**src/rtl/pmc_pkg.sv**
```systemverilog
package pmc_pkg;
    typedef enum logic [2:0] {
        ST_RUN    = 3'd0,
        ST_IDLE   = 3'd1,
        ST_SPD    = 3'd2,
        ST_HPD    = 3'd3,
        ST_SETTLE = 3'd4
    } pmc_state_e;

    typedef enum logic [1:0] {
        RK_RESTART  = 2'b00,
        RK_VECTOR   = 2'b01,
        RK_CONTINUE = 2'b10
    } resume_kind_e;
endpackage

```
**src/rtl/pmc_sync.sv**
```systemverilog
module pmc_sync #(
    parameter int STAGES = 2
) (
    input  logic clk,
    input  logic rst_n,
    input  logic d,
    output logic q
);
    logic [STAGES-1:0] chain;

    generate
        if (STAGES == 1) begin : g_single
            always_ff @(posedge clk or negedge rst_n) begin
                if (!rst_n) chain <= '0;
                else        chain <= d;
            end
        end else begin : g_multi
            always_ff @(posedge clk or negedge rst_n) begin
                if (!rst_n) chain <= '0;
                else        chain <= {chain[STAGES-2:0], d};
            end
        end
    endgenerate

    assign q = chain[STAGES-1];
endmodule

```
**src/rtl/pmc_wake_eval.sv**
```systemverilog
module pmc_wake_eval #(
    parameter int N_SRC = 6
) (
    input  logic [N_SRC-1:0] req,
    input  logic [N_SRC-1:0] en,
    output logic             any_wake,
    output logic             take_vector
);
    logic [N_SRC-1:0] hit;

    generate
        for (genvar i = 0; i < N_SRC; i++) begin : g_src
            assign hit[i] = req[i] & en[i];
        end
    endgenerate

    assign any_wake    = |req;
    assign take_vector = |hit;
endmodule

```
**src/rtl/pmc_settle_timer.sv**
```systemverilog
module pmc_settle_timer #(
    parameter int CNT_W = 8
) (
    input  logic             clk,
    input  logic             rst_n,
    input  logic             load,
    input  logic [CNT_W-1:0] load_val,
    output logic             done
);
    logic [CNT_W-1:0] cnt;

    always_ff @(posedge clk or negedge rst_n) begin
        if (!rst_n)          cnt <= '0;
        else if (load)       cnt <= load_val;
        else if (cnt != '0)  cnt <= cnt - 1'b1;
    end

    assign done = (cnt == '0);
endmodule

```
**src/rtl/pwr_mode_ctrl.sv**
```systemverilog
module pwr_mode_ctrl
    import pmc_pkg::*;
#(
    parameter int N_SRC       = 6,
    parameter int CNT_W       = 8,
    parameter int SYNC_STAGES = 2
) (
    input  logic             clk,
    input  logic             rst_n,
    input  logic             mode_wr,
    input  logic [1:0]       mode_wdata,
    input  logic             float_cfg,
    input  logic             hpd_pin,
    input  logic [N_SRC-1:0] irq_req,
    input  logic [N_SRC-1:0] irq_en,
    input  logic [CNT_W-1:0] settle_cycles,
    output logic             cpu_clk_en,
    output logic             osc_en,
    output logic             port_float,
    output logic             resume_valid,
    output logic [1:0]       resume_kind
);
    localparam int IDLE_BIT = 0;
    localparam int DEEP_BIT = 1;

    pmc_state_e   state, nxt;
    resume_kind_e kind_q;
    logic         hpd_sync, any_wake, take_vector, tmr_done;
    logic         tmr_load, kind_capture, valid_d, deep_state;

    pmc_sync #(.STAGES(SYNC_STAGES)) u_hpd_sync (
        .clk(clk), .rst_n(rst_n), .d(hpd_pin), .q(hpd_sync)
    );

    pmc_wake_eval #(.N_SRC(N_SRC)) u_wake (
        .req(irq_req), .en(irq_en), .any_wake(any_wake), .take_vector(take_vector)
    );

    pmc_settle_timer #(.CNT_W(CNT_W)) u_settle (
        .clk(clk), .rst_n(rst_n), .load(tmr_load), .load_val(settle_cycles), .done(tmr_done)
    );

    // Next-state logic: pin-held sleep overrides everything but reset.
    always_comb begin
        nxt = state;
        unique case (state)
            ST_RUN: begin
                if (hpd_sync)                           nxt = ST_HPD;
                else if (mode_wr && mode_wdata[DEEP_BIT]) nxt = ST_SPD;
                else if (mode_wr && mode_wdata[IDLE_BIT]) nxt = ST_IDLE;
            end
            ST_IDLE: begin
                if (hpd_sync)      nxt = ST_HPD;
                else if (any_wake) nxt = ST_RUN;
            end
            ST_SPD: begin
                if (hpd_sync)      nxt = ST_HPD;
                else if (any_wake) nxt = ST_SETTLE;
            end
            ST_SETTLE: begin
                if (hpd_sync)      nxt = ST_HPD;
                else if (tmr_done) nxt = ST_RUN;
            end
            ST_HPD:  nxt = ST_HPD;
            default: nxt = ST_RUN;
        endcase
    end

    assign tmr_load     = (state == ST_SPD) && !hpd_sync && any_wake;
    assign kind_capture = ((state == ST_IDLE) || (state == ST_SPD)) && !hpd_sync && any_wake;
    assign valid_d      = (nxt == ST_RUN) && ((state == ST_IDLE) || (state == ST_SETTLE));

    // State register
    always_ff @(posedge clk or negedge rst_n) begin
        if (!rst_n) state <= ST_RUN;
        else        state <= nxt;
    end

    // Wake report register
    always_ff @(posedge clk or negedge rst_n) begin
        if (!rst_n) begin
            kind_q       <= RK_RESTART;
            resume_valid <= 1'b0;
        end else begin
            resume_valid <= valid_d;
            if (kind_capture) kind_q <= take_vector ? RK_VECTOR : RK_CONTINUE;
        end
    end

    // Output decode
    always_comb begin
        deep_state = 1'b0;
        cpu_clk_en = 1'b0;
        osc_en     = 1'b1;
        unique case (state)
            ST_RUN:    cpu_clk_en = 1'b1;
            ST_IDLE:   osc_en     = 1'b1;
            ST_SPD:    begin osc_en = 1'b0; deep_state = 1'b1; end
            ST_HPD:    begin osc_en = 1'b0; deep_state = 1'b1; end
            ST_SETTLE: osc_en     = 1'b1;
            default:   cpu_clk_en = 1'b1;
        endcase
        port_float = deep_state && float_cfg;
    end

    assign resume_kind = kind_q;

    a_r2_deep_wins: assert property (@(posedge clk) disable iff (!rst_n)
        (state == ST_RUN && !hpd_sync && mode_wr && mode_wdata[DEEP_BIT]) |=> (state == ST_SPD));
    a_r5_pin_overrides: assert property (@(posedge clk) disable iff (!rst_n)
        (hpd_sync && state != ST_HPD) |=> (state == ST_HPD));
    a_r6_hpd_sticky: assert property (@(posedge clk) disable iff (!rst_n)
        (state == ST_HPD) |=> (state == ST_HPD));
    a_r7_idle_wake_pulse: assert property (@(posedge clk) disable iff (!rst_n)
        (state == ST_IDLE && any_wake && !hpd_sync) |=> (resume_valid && cpu_clk_en));
    a_r8_hold_while_counting: assert property (@(posedge clk) disable iff (!rst_n)
        (state == ST_SETTLE && !tmr_done && !hpd_sync) |=> (state == ST_SETTLE && !cpu_clk_en));
    a_r8_valid_in_run: assert property (@(posedge clk) disable iff (!rst_n)
        resume_valid |-> (state == ST_RUN));
    a_r11_no_entry_from_idle: assert property (@(posedge clk) disable iff (!rst_n)
        (state == ST_IDLE) |=> (state == ST_IDLE || state == ST_RUN || state == ST_HPD));
endmodule

```
**config.mk**
```make
export PLATFORM = sky130hd
export DESIGN_NAME = pwr_mode_ctrl
export DESIGN_NICKNAME = d
export VERILOG_FILES = /design/src/rtl/pmc_pkg.sv /design/src/rtl/pmc_sync.sv /design/src/rtl/pmc_wake_eval.sv /design/src/rtl/pmc_settle_timer.sv /design/src/rtl/pwr_mode_ctrl.sv
export SDC_FILE = /design/constraint.sdc
export NUM_CORES = 1
export LEC_CHECK = 0
export ABC_AREA = 1
export ABC_CLOCK_PERIOD_IN_PS = 2029
export BUFFER_PORTS_ARGS = -buffer_cell sky130_fd_sc_hd__clkbuf_2
export CORE_MARGIN = 2
export CORE_UTILIZATION = 52
export CTS_BUF_LIST = sky130_fd_sc_hd__clkbuf_2 sky130_fd_sc_hd__clkbuf_4 sky130_fd_sc_hd__clkbuf_8
export DETAILED_ROUTE_END_ITERATION = 12
export PLACE_DENSITY = 0.81
export RECOVER_POWER = 25
export SYNTH_ARGS = -nofsm -noshare
export SYNTH_HDL_FRONTEND = slang
export SYNTH_HIERARCHICAL = 1
export SYNTH_SLANG_ARGS = --single-unit
```
**constraint.sdc**
```tcl
create_clock -name clk -period 2.03 [get_ports clk]
set_input_delay 0.203 -clock clk [delete_from_list [all_inputs] [get_ports clk]]
set_output_delay 0.203 -clock clk [all_outputs]
set_load 0.02 [all_outputs]
```
==> impl_metrics.py <==
metrics = {
    "outcome": {
        "outcome": "finished clean",
    },
    "critical_path": {
        "cp_max_fo": 5,
        "worst_ep_arrival_time_ns": 1.87,
        "start_kind": "flip-flop",
        "crit_slowest_cell": "dfrtp_1",
        "crit_type": "flip-flop to flip-flop",
        "cpPeakStageDelay_ns": 0.38,
        "crit_chain": "inv_1 -> ha_1 -> nand2_2 -> nor2_4 -> inv_1 -> nand2_1 -> nand2_1 -> nand2_1 -> nand2_1 -> nor2_2 -> nand3_1 -> nor2_1",
        "r2r_setup_slack_ns": 0.38,
        "crit_top_cell": "nand2_1",
        "end_kind": "flip-flop",
        "required_ns": 2.26,
    },
    "logic_synthesis": {
        "syn_area_per_cell_um2": 6.68,
        "synth_cell_types": 22,
        "synth_adder_area_share_pct": 1.21,
        "synth-simple-area-share_pct": 45.3,
        "syn-num-nets": 183,
        "yosysWarnings": 6,
        "ys_top_cells_by_area": "dfrtp_1 (39%), nand2_1 (22%), nor2_1 (7.3%)",
        "synth_compound_area_share_pct": 6.41,
        "synth.ff_latch_count": 16,
        "synth_top_area_cell": "dfrtp_1",
        "synth_top_family_by_area": "simple AND/OR/NAND/NOR gates",
        "ys_seq_area_share_pct": 38.7,
        "synth_cells": 155,
        "synthMuxAreaShare_pct": 0,
        "synthesis.area_um2": 1030,
        "synth.top_cell.area_share_pct": 38.7,
        "synthXorXnorAreaFrac_pct": 1.69,
    },
    "timing": {
        "rsz0062_at_grt": "false",
        "period_needed_ns": 1.65,
        "finalMaxSlewViolations": 0,
        "setup_viol": 0,
        "worst_pin_slew_ns": 0.830,
        "fmax_mhz": 608,
        "hold_viol": 0,
        "tns_ns": 0,
        "slew_headroom_pct": 44.7,
        "skew_ns": 0.00404,
        "finalCritPeriodShare_pct": 81.1,
    },
    "layout": {
        "register_area_um2": 400,
        "multi_input_area_um2": 566,
        "nFillCells": 190,
        "post_route_cells_drive_above_1_share_pct": 27.6,
        "fin_cells": 219,
        "finish.net_count": 221,
        "num_antenna_cells": 0,
        "area_growth_pct": 23.3,
    },
    "pwr": {
        "power-per-cell-area_nw_per_um2": 1380,
        "ir_drop_uv": 927,
        "leakage_nw": 0.729,
    },
    "floorplan": {
        "std_cell_rows": 16,
        "boundaryPins": 33,
        "die-area_um2": 2360,
        "die_y_um": 48.6,
        "start_util_pct": 53.8,
        "die_w_um": 48.6,
        "core_area_um2": 1920,
    },
    "clock_tree": {
        "tritoncts": "done",
        "numClockSinks": 16,
        "numCtsBuffers": 3,
        "cts_buffer_depth": 2,
        "hold_buffers": 1,
        "cts_resized": 0,
        "clk_latency_ns": 0.29,
        "htreeDepth": 1,
        "path_clk_slew_ns": 0.09,
        "postCtsSetupRepairBufs": 0,
        "root_buffer": "clkbuf_4",
    },
    "placed_design": {
        "io_buffers": 32,
        "place_congestion": 0.919,
        "hpwlAfterDp_um": 1860,
        "placed_cells": 214,
    },
    "routing": {
        "avgRoutedWirePerCell_um": 10.3,
        "vias": 1086,
        "wirelength_um": 2250,
        "first_pass_iters": 4,
        "postRouteAntennaNets": 0,
        "dr.first_iter.drc_count": 30,
        "drc": 0,
        "routed_via_density": 4.96,
    },
    "worst_hold_path": {
        "hp-class": "primary input to flip-flop",
    },
    "grt": {
        "grt_max_degree": 17,
        "grt_antenna_before_repair": 0,
        "grt-ovfl-total": 0,
        "grt_pass1_wl_um": 4150,
        "grt_pass1_vias": 1070,
        "grt_usage_pct": 22.1,
    },
    "flow_run": {
        "maxCapViolations": 0,
    },
}
==> stage by stage <==
| step | instance area, µm² | utilization [%] | hold WS (ns) | setup slack [ns] | power (mW) |
|---|---|---|---|---|---|
| 2_1_floorplan | 1030 | - | -0.0926 | 0.525 | 1.30 |
| 5_1_grt | 1280 | 66.4 | 0.0105 | 0.197 | 1.93 |
| 4_1_cts | 1280 | 66.5 | 0.0104 | 0.374 | 1.76 |
| 3_5_place_dp | 1230 | 64.1 | 0.148 | 0.393 | 1.55 |
| 3_3_place_gp | 1230 | 64.1 | 0.140 | 0.465 | 1.50 |
| 6_report | 1280 | 66.4 | 0.0178 | 0.384 | 1.76 |
==> logic make-up (layout without fill, tap and decap cells) <==
kind of cell	count (synthesis)	after routing
DFF	16	16
and+or+nand+nor	108	108
buffers and inverters	18	55
AOI/OAI and AO/OA	10	10
xor gates and xnor gates	2	2
adders and majority gates	1	1
==> flip-flops by register name (all words and copies together), names as in the netlist <==
register and count:
u_settle/cnt 8, u_hpd_sync/chain 2, resume_valid 1, resume_kind 2, state 3
==> final timing paths <==
kind,start,to,cells after the start
min in group asynchronous,rst_n,state[0],2
worst min register to register,u_hpd_sync/chain[0],u_hpd_sync/chain[1],0
worst max register to register,u_settle/cnt[0],resume_valid,12
worst max-delay path,u_settle/cnt[0],resume_valid,12
max in group asynchronous,rst_n,u_settle/cnt[1],2
worst min-delay path,hpd_pin,u_hpd_sync/chain[0],1
==> power breakdown <==
group	leakage, nW	switching [mW]	internal, mW
Sequential	0.193	0.136	0.455
Clock	0.0210	0.0974	0.109
Combinational	0.515	0.611	0.351
Total	0.729	0.844	0.915
==> cells in the mapped netlist, drive strengths merged <==
| master | number |
|---|---|
| inv | 17 |
| nor2 | 25 |
| or2 | 1 |
| and2 | 1 |
| xor2 | 1 |
| nand3 | 13 |
| a21boi | 1 |
| o21a | 1 |
| buf | 1 |
| ha | 1 |
| xnor2 | 1 |
| o21ai | 8 |
| dfrtp | 16 |
| nand4 | 3 |
| nand2 | 65 |
==> worst max-delay path, delay by kind of cell (launching register included) <==
family / cells / cell delay (ns)
simple gates: 9 / 0.75
flops: 1 / 0.38
fa+ha+maj: 1 / 0.27
buf+inv: 2 / 0.18
==> per-layer routing <==
layer / share of wire (%) / wire (µm) / vias up / GRT usage [%]
met4: 0.62 / 14 / 0 / 7.62
met1: 42 / 945 / 490 / 25.5
met3: 6.0 / 135 / 2 / 5.56
met5: 0 / 0 / - / 0
met2: 51 / 1150 / 39 / 39.5
li1: - / - / 555 / -
==> area by class of cell <==
type	count	area share (%)
sequential	16	31.4
clock buffer	4	2.84
timing repair buffer	34	13.8
multi-input combinational	121	44.3
tap	27	2.65
inverter	17	5.00
==> cells in the final DEF, fill, tap and decap left out, drive strengths merged, types with 3 or more instances in the layout <==
cell    netlist  final
o21ai         8      8
clkbuf        0     36
nor2         25     25
nand2        65     65
nand3        13     13
nand4         3      3
dfrtp        16     16
inv          17     17
Note: power is estimated with default switching activity, not from simulation.
